$ cat config.mk
export PLATFORM = sky130hd
export DESIGN_NAME = mbd_decoder
export DESIGN_NICKNAME = d
export VERILOG_FILES = /design/src/rtl/mbd_pkg.sv /design/src/rtl/mbd_bank_match.sv /design/src/rtl/mbd_bank_geom.sv /design/src/rtl/mbd_first_hit.sv /design/src/rtl/mbd_decoder.sv
export SDC_FILE = /design/constraint.sdc
export NUM_CORES = 1
export LEC_CHECK = 0
export ABC_AREA = 1
export BUFFER_PORTS_ARGS = -buffer_cell sky130_fd_sc_hd__buf_2
export CAP_MARGIN = 10
export CORE_MARGIN = 2
export CORE_UTILIZATION = 30
export CTS_CLUSTER_SIZE = 8
export DETAILED_ROUTE_END_ITERATION = 6
export GPL_ROUTABILITY_DRIVEN = 1
export GPL_TIMING_DRIVEN = 0
export SETUP_SLACK_MARGIN = 0.2
export SYNTH_ARGS = -nofsm -noshare
export SYNTH_HDL_FRONTEND = slang
export SYNTH_SLANG_ARGS = --single-unit
$ cat constraint.sdc
create_clock -name clk -period 2.2 [get_ports clk]
set_clock_uncertainty 0.2 [all_clocks]
set_input_delay 0.11 -clock clk [delete_from_list [all_inputs] [get_ports clk]]
set_output_delay 0.11 -clock clk [all_outputs]
set_load 0.005 [all_outputs]
$ cat src/rtl/mbd_pkg.sv
package mbd_pkg;

    localparam int NBANK      = 4;
    localparam int BANK_W     = $clog2(NBANK);
    localparam int REG_W      = 64;
    localparam int UW         = 12;
    localparam int LW         = 4;
    localparam int SIZE_BITS  = 10;
    localparam int ILV_W      = 5;
    localparam int ILV_LOG_W  = 3;

    localparam int VALID_BIT  = 63;
    localparam int UMASK_LSB  = 36;
    localparam int UMATCH_LSB = 24;
    localparam int LMASK_LSB  = 12;
    localparam int LMATCH_LSB = 8;

    typedef struct packed {
        logic          valid;
        logic [UW-1:0] umask;
        logic [UW-1:0] umatch;
        logic [LW-1:0] lmask;
        logic [LW-1:0] lmatch;
    } dec_fields_t;

    function automatic dec_fields_t unpack_reg(input logic [REG_W-1:0] r);
        dec_fields_t f;
        f.valid  = r[VALID_BIT];
        f.umask  = r[UMASK_LSB  +: UW];
        f.umatch = r[UMATCH_LSB +: UW];
        f.lmask  = r[LMASK_LSB  +: LW];
        f.lmatch = r[LMATCH_LSB +: LW];
        return f;
    endfunction

    // log2 of the interleave factor implied by the lower mask
    function automatic logic [ILV_LOG_W-1:0] ilv_log2(input logic [LW-1:0] m);
        logic [ILV_LOG_W-1:0] v;
        case (m)
            4'hF:    v = 3'd0;
            4'hE:    v = 3'd1;
            4'hC:    v = 3'd2;
            4'h8:    v = 3'd3;
            4'h0:    v = 3'd4;
            default: v = 3'd0;
        endcase
        return v;
    endfunction

endpackage

$ cat src/rtl/mbd_bank_match.sv
module mbd_bank_match
    import mbd_pkg::*;
#(
    parameter int ADDR_W      = 40,
    parameter int UPPER_SHIFT = 26,
    parameter int LOWER_SHIFT = 6
) (
    input  dec_fields_t       fields,
    input  logic [ADDR_W-1:0] addr,
    output logic              hit
);
    logic [UW-1:0] up_diff;
    logic [LW-1:0] lo_diff;

    always_comb begin
        // differences that fall outside the don't-care set disqualify
        up_diff = (addr[UPPER_SHIFT +: UW] ^ fields.umatch) & ~fields.umask;
        lo_diff = (addr[LOWER_SHIFT +: LW] ^ fields.lmatch) & ~fields.lmask;
        hit     = fields.valid && (up_diff == '0) && (lo_diff == '0);
    end
endmodule

$ cat src/rtl/mbd_bank_geom.sv
module mbd_bank_geom
    import mbd_pkg::*;
#(
    parameter int ADDR_W      = 40,
    parameter int UPPER_SHIFT = 26
) (
    input  dec_fields_t       fields,
    output logic [ADDR_W-1:0] base,
    output logic [ILV_W-1:0]  ilv,
    output logic [ADDR_W-1:0] size
);
    logic [ILV_LOG_W-1:0] lg;
    logic [ADDR_W-1:0]    span;

    always_comb begin
        lg   = ilv_log2(fields.lmask);
        ilv  = ILV_W'(1) << lg;
        base = ADDR_W'(fields.umatch & ~fields.umask) << UPPER_SHIFT;
        span = (ADDR_W'(fields.umask[SIZE_BITS-1:0]) + ADDR_W'(1)) << UPPER_SHIFT;
        size = span >> lg;
    end
endmodule

$ cat src/rtl/mbd_first_hit.sv
module mbd_first_hit #(
    parameter int N     = 4,
    parameter int IDX_W = $clog2(N)
) (
    input  logic [N-1:0]     req,
    output logic             any,
    output logic [IDX_W-1:0] idx
);
    always_comb begin
        any = 1'b0;
        idx = '0;
        for (int i = N - 1; i >= 0; i--) begin
            if (req[i]) begin
                any = 1'b1;
                idx = IDX_W'(i);
            end
        end
    end
endmodule

$ cat src/rtl/mbd_decoder.sv
module mbd_decoder
    import mbd_pkg::*;
#(
    parameter int ADDR_W      = 40,
    parameter int PORT_W      = 4,
    parameter int UPPER_SHIFT = 26,
    parameter int LOWER_SHIFT = 6
) (
    input  logic                     clk,
    input  logic                     rst_n,
    input  logic                     wr_en,
    input  logic [BANK_W-1:0]        wr_sel,
    input  logic [REG_W-1:0]         wr_data,
    input  logic [PORT_W-1:0]        port_id,
    input  logic                     req_valid,
    input  logic [ADDR_W-1:0]        req_addr,
    output logic                     rsp_valid,
    output logic                     rsp_hit,
    output logic [BANK_W-1:0]        rsp_bank,
    output logic [PORT_W+BANK_W-1:0] rsp_gid,
    input  logic [BANK_W-1:0]        info_sel,
    output logic [ADDR_W-1:0]        info_base,
    output logic [ILV_W-1:0]         info_ilv,
    output logic [ADDR_W-1:0]        info_size
);
    localparam int GID_W = PORT_W + BANK_W;

    typedef struct packed {
        logic [NBANK-1:0][REG_W-1:0] regs;
        logic                        rsp_valid;
        logic                        rsp_hit;
        logic [BANK_W-1:0]           rsp_bank;
        logic [GID_W-1:0]            rsp_gid;
    } state_t;

    state_t state_d, state_q;

    dec_fields_t         fields   [NBANK];
    logic [NBANK-1:0]    match_vec;
    logic [NBANK-1:0]    valid_vec;
    logic                any_hit;
    logic [BANK_W-1:0]   win_idx;

    for (genvar b = 0; b < NBANK; b++) begin : g_bank
        assign fields[b]    = unpack_reg(state_q.regs[b]);
        assign valid_vec[b] = fields[b].valid;

        mbd_bank_match #(
            .ADDR_W      (ADDR_W),
            .UPPER_SHIFT (UPPER_SHIFT),
            .LOWER_SHIFT (LOWER_SHIFT)
        ) u_match (
            .fields (fields[b]),
            .addr   (req_addr),
            .hit    (match_vec[b])
        );
    end

    mbd_first_hit #(
        .N     (NBANK),
        .IDX_W (BANK_W)
    ) u_pick (
        .req (match_vec),
        .any (any_hit),
        .idx (win_idx)
    );

    mbd_bank_geom #(
        .ADDR_W      (ADDR_W),
        .UPPER_SHIFT (UPPER_SHIFT)
    ) u_geom (
        .fields (fields[info_sel]),
        .base   (info_base),
        .ilv    (info_ilv),
        .size   (info_size)
    );

    always_comb begin
        state_d           = state_q;
        state_d.rsp_valid = req_valid;
        state_d.rsp_hit   = 1'b0;
        state_d.rsp_bank  = '0;
        state_d.rsp_gid   = '0;
        if (req_valid && any_hit) begin
            state_d.rsp_hit  = 1'b1;
            state_d.rsp_bank = win_idx;
            state_d.rsp_gid  = {port_id, win_idx};
        end
        if (wr_en) begin
            state_d.regs[wr_sel] = wr_data;
        end
    end

    always_ff @(posedge clk) begin
        if (!rst_n) begin
            state_q <= '0;
        end else begin
            state_q <= state_d;
        end
    end

    assign rsp_valid = state_q.rsp_valid;
    assign rsp_hit   = state_q.rsp_hit;
    assign rsp_bank  = state_q.rsp_bank;
    assign rsp_gid   = state_q.rsp_gid;

    // no request at an edge means no response after it
    a_r11_no_req: assert property (@(posedge clk) disable iff (!rst_n)
        !req_valid |=> !rsp_valid);

    // a hit is only reported alongside a response
    a_r11_hit_in_rsp: assert property (@(posedge clk) disable iff (!rst_n)
        rsp_hit |-> rsp_valid);

    // the reported bank was enabled when the request was compared
    a_r3_valid_bank: assert property (@(posedge clk) disable iff (!rst_n)
        rsp_hit |-> ((($past(valid_vec) >> rsp_bank) & NBANK'(1)) != '0));

    // no lower-numbered bank also matched
    a_r6_lowest_wins: assert property (@(posedge clk) disable iff (!rst_n)
        rsp_hit |-> (($past(match_vec) & ((NBANK'(1) << rsp_bank) - NBANK'(1))) == '0));

    // a miss means no bank matched
    a_r6_clean_miss: assert property (@(posedge clk) disable iff (!rst_n)
        (rsp_valid && !rsp_hit) |-> ($past(match_vec) == '0));

    // identifier combines the sampled port with the bank index
    a_r7_gid: assert property (@(posedge clk) disable iff (!rst_n)
        rsp_hit |-> (rsp_gid == {$past(port_id), rsp_bank}));
endmodule

==> flow_metrics.env, run 1 <==
export IMPL_synthDistinctLibCells=32
export IMPL_worst_slack_ps=-207
export IMPL_grt_setup_unrepaired="yes"
export IMPL_crit_type="flop to output port"
export IMPL_max_freq_mhz=415
export IMPL_hold_viol=0
export IMPL_design_area_sq_mm=0.0109
export IMPL_wirelength_um=33300
export IMPL_r2r_end="rsp_bank[0]$_SDFF_PP0_"
export IMPL_htreeDepth=4
export IMPL_synth_area_top_cells="dfxtp_1, o21ai_0, nand2_1, a21oi_1, nand3_1"
export IMPL_holdPathEnd="fields[23]$_SDFFE_PN0P_"
export IMPL_drv_slew=0
export IMPL_grt_pass1_vias=8563
export IMPL_fin_crit_sh_pct=109
export IMPL_seq_area_frac_synth_pct=35.4
export IMPL_grt_first_pass_wirelength_um=49100
export IMPL_post_drt_wl_per_cell_um=18.3
export IMPL_hp_class="input pin to flop"
export IMPL_min_period_ps=2410
export IMPL_startpoint_type="flop"
export IMPL_p_leak_nw=4.83
export IMPL_setup_tns_ps=-2490
export IMPL_status="finished, violations left"
export IMPL_gr_usage_met2_pct=38.8
export IMPL_power_density_mw_per_mm2=653
export IMPL_synth_top_area_share_pct=35.4
export IMPL_dr_total_vias=9234
export IMPL_die_w_um=167
export IMPL_worstMarginPinSlew_ps=1020
export IMPL_grt_max_degree=17
export IMPL_grt_overflow_total=0
export IMPL_hold_worst_slack_ps=41.7
export IMPL_use_met3_pct=4.80
export IMPL_portBuffers=99
export IMPL_routabilityCongestion=0.945
export IMPL_critPathMaxFanout=6
export IMPL_post_dp_hpwl_um=22800
export IMPL_start_util_pct=30.5
export IMPL_insertion_delay_ps=440
export IMPL_clk_path_buf_depth=2
export IMPL_hold_depth=3
export IMPL_setup_viol=15
export IMPL_async_flop_share_pct=0
export IMPL_synth_cell_area_sq_mm=0.00792
export IMPL_syn_inst=1233
export IMPL_reg2reg_slack_ps=310
export IMPL_die_y_um=167
export IMPL_core_area_sq_mm=0.0260
export IMPL_clkTransAtPathRegs_ps=60
export IMPL_ir_worst_vdd_uv=308
export IMPL_cts_root_buf="clkbuf_16"
export IMPL_multi_input_area_sq_mm=0.00459
export IMPL_viasPerCell=5.07
export IMPL_grt_busiest_layer="met2"
export IMPL_maxCapViolCount=0
export IMPL_synth_warnings=0
export IMPL_postRouteAntennaNets=0
export IMPL_relSlewSlack_pct=32.0
export IMPL_pin_count=211
export IMPL_violations="negative setup slack"
export IMPL_drcViolationCount=0
export IMPL_grt_use_met1_pct=28.9
export IMPL_hp_start="rst_n"
export IMPL_seqCellArea_sq_mm=0.00284
export IMPL_regToRegStartpoint="fields[48]$_SDFFE_PN0P_"
export IMPL_crit_arrival_ps=2100
export IMPL_nNetsFinal=1589
export IMPL_antenna_cells=0
export IMPL_antenna_found_initial=0
export IMPL_drive_above_1_share_pct=26.0
export IMPL_syn2layout_area_growth_pct=37.0
export IMPL_ys_flop_type="dfxtp_1"
export IMPL_cts_inserted_buffers=17
export IMPL_dr_pass1_iters=6
export IMPL_synth_edf_count=0
export IMPL_worstPathRequired_ps=1890
export IMPL_critPathCaptureType="output port"
export IMPL_drt_iter0_markers=1129
export IMPL_die_area_sq_mm=0.0277
export IMPL_cts_num_sinks=140
export IMPL_track_usage_pct=23.3
export IMPL_synth_seq_cells=140
export IMPL_synth_top_cell_by_area="dfxtp_1"
export IMPL_postSynthAreaPerCell_sq_um=6.43
export IMPL_rows=59
export IMPL_dpl_instance_area_sq_mm=0.00903
export IMPL_cts_tree="done"
export IMPL_ff2ff_path_depth=11
export IMPL_fillerInstances=2779
[metal layers]
metal / up-vias / share of wire (%)
met5: - / 0
met4: 0 / 4.2
met3: 105 / 9.4
met2: 494 / 47
met1: 4229 / 40
li1: 4406 / -
[repair_timing]
item / 4_1_cts / 5_1_grt
buffers inserted: 14 / 7
cloned: 2 / 1
setup endpoints to repair: 37 / 31
resized for setup: 109 / 91
pin swaps: 45 / 29
hold endpoints to repair: 140 / 0
hold buffers: 45 / 0
[flip-flops by register name (all words and copies together), names as in the netlist]
name	flops
rsp_bank	1
rsp_gid	5
fields	132
rsp_hit	1
rsp_valid	1
[power breakdown]
group | internal [W] | switching, W | leakage, nW
Sequential | 0.00266 | 0.0000799 | 1.16
Combinational | 0.000590 | 0.000958 | 3.40
Clock | 0.00163 | 0.00116 | 0.271
Total | 0.00489 | 0.00220 | 4.83
[per-stage QoR]
stage                     total power, W  utilization, %  setup WS [ps]  std cells
after floorplan                  0.00355               -            416       1285
after global placement           0.00403            34.8          -89.6       1719
after detailed placement         0.00404            34.8           -104       1719
after CTS                        0.00695            40.5           -155       1812
after global routing             0.00735            41.8           -328       1820
final                            0.00709            41.8           -207       1820
[final cells by class]
class,count,share of cell area [%]
inverters,138,4.86
clock buffers,21,4.33
flip-flops and latches,140,26.2
repair buffers,167,10.8
clock inverters,11,0.865
well taps,335,3.86
plain buffers,116,6.89
multi-input cells,892,42.2
[cells in the final DEF (no fill, tap or decap), types with 9 or more instances in the layout]
master,synthesis,layout
a21oi_1,157,156
buf_2,2,100
buf_4,58,76
buf_6,9,14
clkbuf_1,46,42
clkbuf_16,0,18
conb_1,1,53
dfxtp_1,140,113
dfxtp_2,0,26
dlygate4sd3_1,0,45
inv_1,134,121
inv_2,2,13
nand2_1,210,172
nand2_2,7,34
nand2_4,0,10
nand3_1,101,60
nand3_2,2,38
nor2_1,133,120
nor2_2,4,10
nor2_4,2,10
o21ai_0,193,186
xnor2_1,9,9
[worst max-delay path, stage by stage (launching register included)]
cell and delay [ps]:
dfxtp_2 330, o211ai_1 190, nand2_2 190, nand2_2 150, nor2_4 70, nor2_4 220, nand3_2 150, nand3_2 90
nand3_1 80, nand2_1 80, buf_2 110
[kinds of logic (layout without fill, tap and decap cells)]
family | after synthesis | count (layout) | share of synthesized area, %
other cells | 1 | 53 | 0.0473
buf+inv | 254 | 453 | 15.7
flops | 140 | 140 | 35.4
xor+xnor | 10 | 10 | 1.11
fa+ha+maj | 1 | 1 | 0.158
compound gates | 360 | 360 | 23.0
simple gates | 467 | 468 | 24.6
[how the worst max path moves through the flow]
stage          slack [ps]             to                      from  cells past startpoint
2_1_floorplan         420  info_size[33]               info_sel[1]                     14
6_report             -210  info_size[28]  fields[106]$_SDFFE_PN0P_                     10
5_1_grt              -330  info_size[25]   fields[40]$_SDFFE_PN0P_                     12
4_1_cts              -150  info_size[26]   fields[40]$_SDFFE_PN0P_                     12
3_5_place_dp         -100  info_base[32]               info_sel[0]                     11
3_3_place_gp          -90  info_base[32]               info_sel[0]                     11
[Yosys cell counts, types with 2 or more instances]
cell type  count
nand4_1        2
nor3_1         5
buf_6          9
inv_1        134
nor2_2         4
a21oi_1      157
o311ai_0       2
buf_4         58
nand2_2        7
clkbuf_1      46
nand3_2        2
nor2_1       133
xnor2_1        9
nand2_1      210
nand3_1      101
o21ai_0      193
inv_2          2
dfxtp_1      140
o211ai_1       3
o21ai_1        2
buf_2          2
nor2_4         2
Note: power is estimated with default switching activity, not from simulation.
==> inputs of run 2 (changes only) <==
Settings changed: PLACE_DENSITY_LB_ADDON set to 0.25.
==> run 2 against run 1 <==
Against the previous run: total power increased by 1.7%; combinational power barely moved; sequential power barely moved; the flow still finishes with violations (negative setup slack); global-route usage rose by 0.56 points; sequential cell count unchanged; via count shrank 1.2%; register-to-register slack lost 70 ps; design area hardly changed; critical path type unchanged.
==> flow_metrics.env, run 2 (same netlist as run 1, synthesis figures left out) <==
export IMPL_pre_cts_slack_ps=-179
export IMPL_grt_first_pass_wirelength_um=49700
export IMPL_viasPerCell=5.01
export IMPL_cts_root_buf="clkbuf_16"
export IMPL_clkTransAtPathRegs_ps=60
export IMPL_cts_inserted_buffers=17
export IMPL_critPathMaxFanout=4
export IMPL_drt_iter0_markers=945
export IMPL_hp_class="input pin to flop"
export IMPL_drcViolationCount=0
export IMPL_wirelength_um=34300
export IMPL_violations="negative setup slack"
export IMPL_crit_arrival_ps=2100
export IMPL_final_common_cell="o21ai_0"
export IMPL_portBuffers=99
export IMPL_ir_worst_vdd_uv=393
export IMPL_switchingPower_w=0.00218
export IMPL_internal_power_w=0.00503
export IMPL_relSlewSlack_pct=35.4
export IMPL_start_util_pct=30.5
export IMPL_status="finished, violations left"
export IMPL_slowest_delay_ps=330
export IMPL_insertion_delay_ps=430
export IMPL_mostFrequentLayoutCells="o21ai_0, nand2_1, a21oi_1, inv_1, dfxtp_1"
export IMPL_maxCapViolCount=0
export IMPL_grt_max_degree=17
export IMPL_p_sw_share_pct=30.2
export IMPL_post_drt_wl_per_cell_um=18.9
export IMPL_nNetsFinal=1589
export IMPL_min_period_ps=2410
export IMPL_grt_setup_unrepaired="yes"
export IMPL_power_density_mw_per_mm2=663
export IMPL_p_leak_nw=4.87
export IMPL_dr_pass1_iters=5
export IMPL_die_y_um=167
export IMPL_cts_tree="done"
export IMPL_largest_reg_flops=132
export IMPL_crit_top_cell="nand2_4"
export IMPL_clk_path_buf_depth=2
export IMPL_die_w_um=167
export IMPL_worstPathRequired_ps=1890
export IMPL_fin_crit_sh_pct=109
export IMPL_final_util_pct=41.8
export IMPL_worstMarginPinSlew_ps=969
export IMPL_combPwrFrac_pct=21.7
export IMPL_cts_num_sinks=140
export IMPL_path_cells="inv_2 -> nand2_2 -> nand3_4 -> nand2_4 -> ha_4 -> nand2_4 -> nor2_4 -> nand2_2 -> nand2_4 -> nand3_2 -> nand3_2 -> nand3_1 -> nand2_1 -> buf_2"
export IMPL_cpMaxStageDelayCell="dfxtp_2"
export IMPL_critPathCaptureType="output port"
export IMPL_setup_viol=16
export IMPL_die_area_sq_mm=0.0277
export IMPL_postRouteAntennaNets=0
export IMPL_core_area_sq_mm=0.0260
export IMPL_hold_viol=0
export IMPL_routabilityCongestion=0.955
export IMPL_grt_overflow_total=0
export IMPL_antenna_cells=0
export IMPL_startpoint_type="flop"
export IMPL_post_dp_hpwl_um=23300
export IMPL_grt_pass1_vias=8416
export IMPL_pin_count=211
export IMPL_crit_type="flop to output port"
export IMPL_drive_above_1_share_pct=25.4
export IMPL_worst_slack_ps=-209
export IMPL_track_usage_pct=23.8
export IMPL_clkPwrFrac_pct=40.3
export IMPL_drv_slew=0
export IMPL_hold_worst_slack_ps=18.9
export IMPL_rows=59
export IMPL_max_freq_mhz=415
export IMPL_fillerInstances=2808
export IMPL_syn2layout_area_growth_pct=37.1
export IMPL_p_seq_share_pct=38.0
export IMPL_antenna_found_initial=1
export IMPL_htreeDepth=4
export IMPL_dr_total_vias=9122
-- run 2: cell count changes in the layout (fill, tap and decap cells not counted), moves of 3 or more --
cell           change
dfxtp_2            -6
dlygate4sd3_1      -6
dfxtp_1            +7
clkinvlp_4         -3
nand2_2           -12
nand3_2            -5
nand3_1            +3
inv_1              +4
nand2_4            +8
inv_2              -5
buf_4              +7
nand2_1            +5
-- run 2: power by group through the flow --
stage	Sequential [W]	Combinational [W]	Clock, W
finish	0.00274	0.00156	0.00290
global route	0.00275	0.00170	0.00301
CTS	0.00273	0.00141	0.00291
detailed placement	0.00279	0.00127	0
global placement	0.00278	0.00126	0
floorplan	0.00277	0.000786	0
-- run 2: path summary, 6_finish.rpt --
| path | from | endpoint | slack, ps | cells past startpoint |
|---|---|---|---|---|
| max reg2reg | fields[0]$_SDFFE_PN0P_ | rsp_gid[3]$_SDFF_PN0_ | 240 | 10 |
| min | wr_sel[1] | fields[12]$_SDFFE_PN0P_ | 20 | 3 |
| max | fields[54]$_SDFFE_PN0P_ | info_size[31] | -210 | 14 |
| min reg2reg | fields[73]$_SDFFE_PN0P_ | fields[73]$_SDFFE_PN0P_ | 260 | 2 |
-- run 2: metal layers --
layer	track usage (%)	vias to the layer above	part of all wire [%]
met3	4.33	103	9.1
met1	30.4	4181	40
li1	-	4394	-
met4	11.2	0	4.8
met2	39.1	444	46
met5	0	-	0
-- run 2: timing repair --
item,CTS,global route
gates resized for setup,86,114
hold endpoints to repair,140,0
pin swaps,23,52
buffers inserted,7,20
hold buffers,39,0
setup endpoints to repair,38,35
cloned,2,1
-- run 2: layout make-up --
type	count	area [sq um]	area share, %
flip-flops and latches	140	2830	26.0
clock buffers	24	492	4.53
multi-input cells	892	4620	42.6
plain buffers	116	754	6.95
inverters	138	529	4.87
clock inverters	7	87.6	0.806
well taps	335	419	3.86
repair buffers	167	1130	10.4
-- run 2: metrics by stage --
| step | power, W | instance area [sq um] | instances | setup TNS (ps) |
|---|---|---|---|---|
| after global routing | 0.00746 | 10900 | 1819 | -5190 |
| final | 0.00720 | 10900 | 1819 | -2760 |
| after detailed placement | 0.00405 | 9030 | 1719 | -4970 |
| after CTS | 0.00705 | 10400 | 1798 | -2570 |
| after global placement | 0.00404 | 9030 | 1719 | -7210 |
| after floorplan | 0.00355 | 8120 | 1285 | 0 |
-- run 2: critical path, delay by kind of cell (launching register included) --
family / cells / cell delay (ps)
flops: 1 / 330
simple gates: 11 / 1010
buf+inv: 2 / 140
fa+ha+maj: 1 / 160
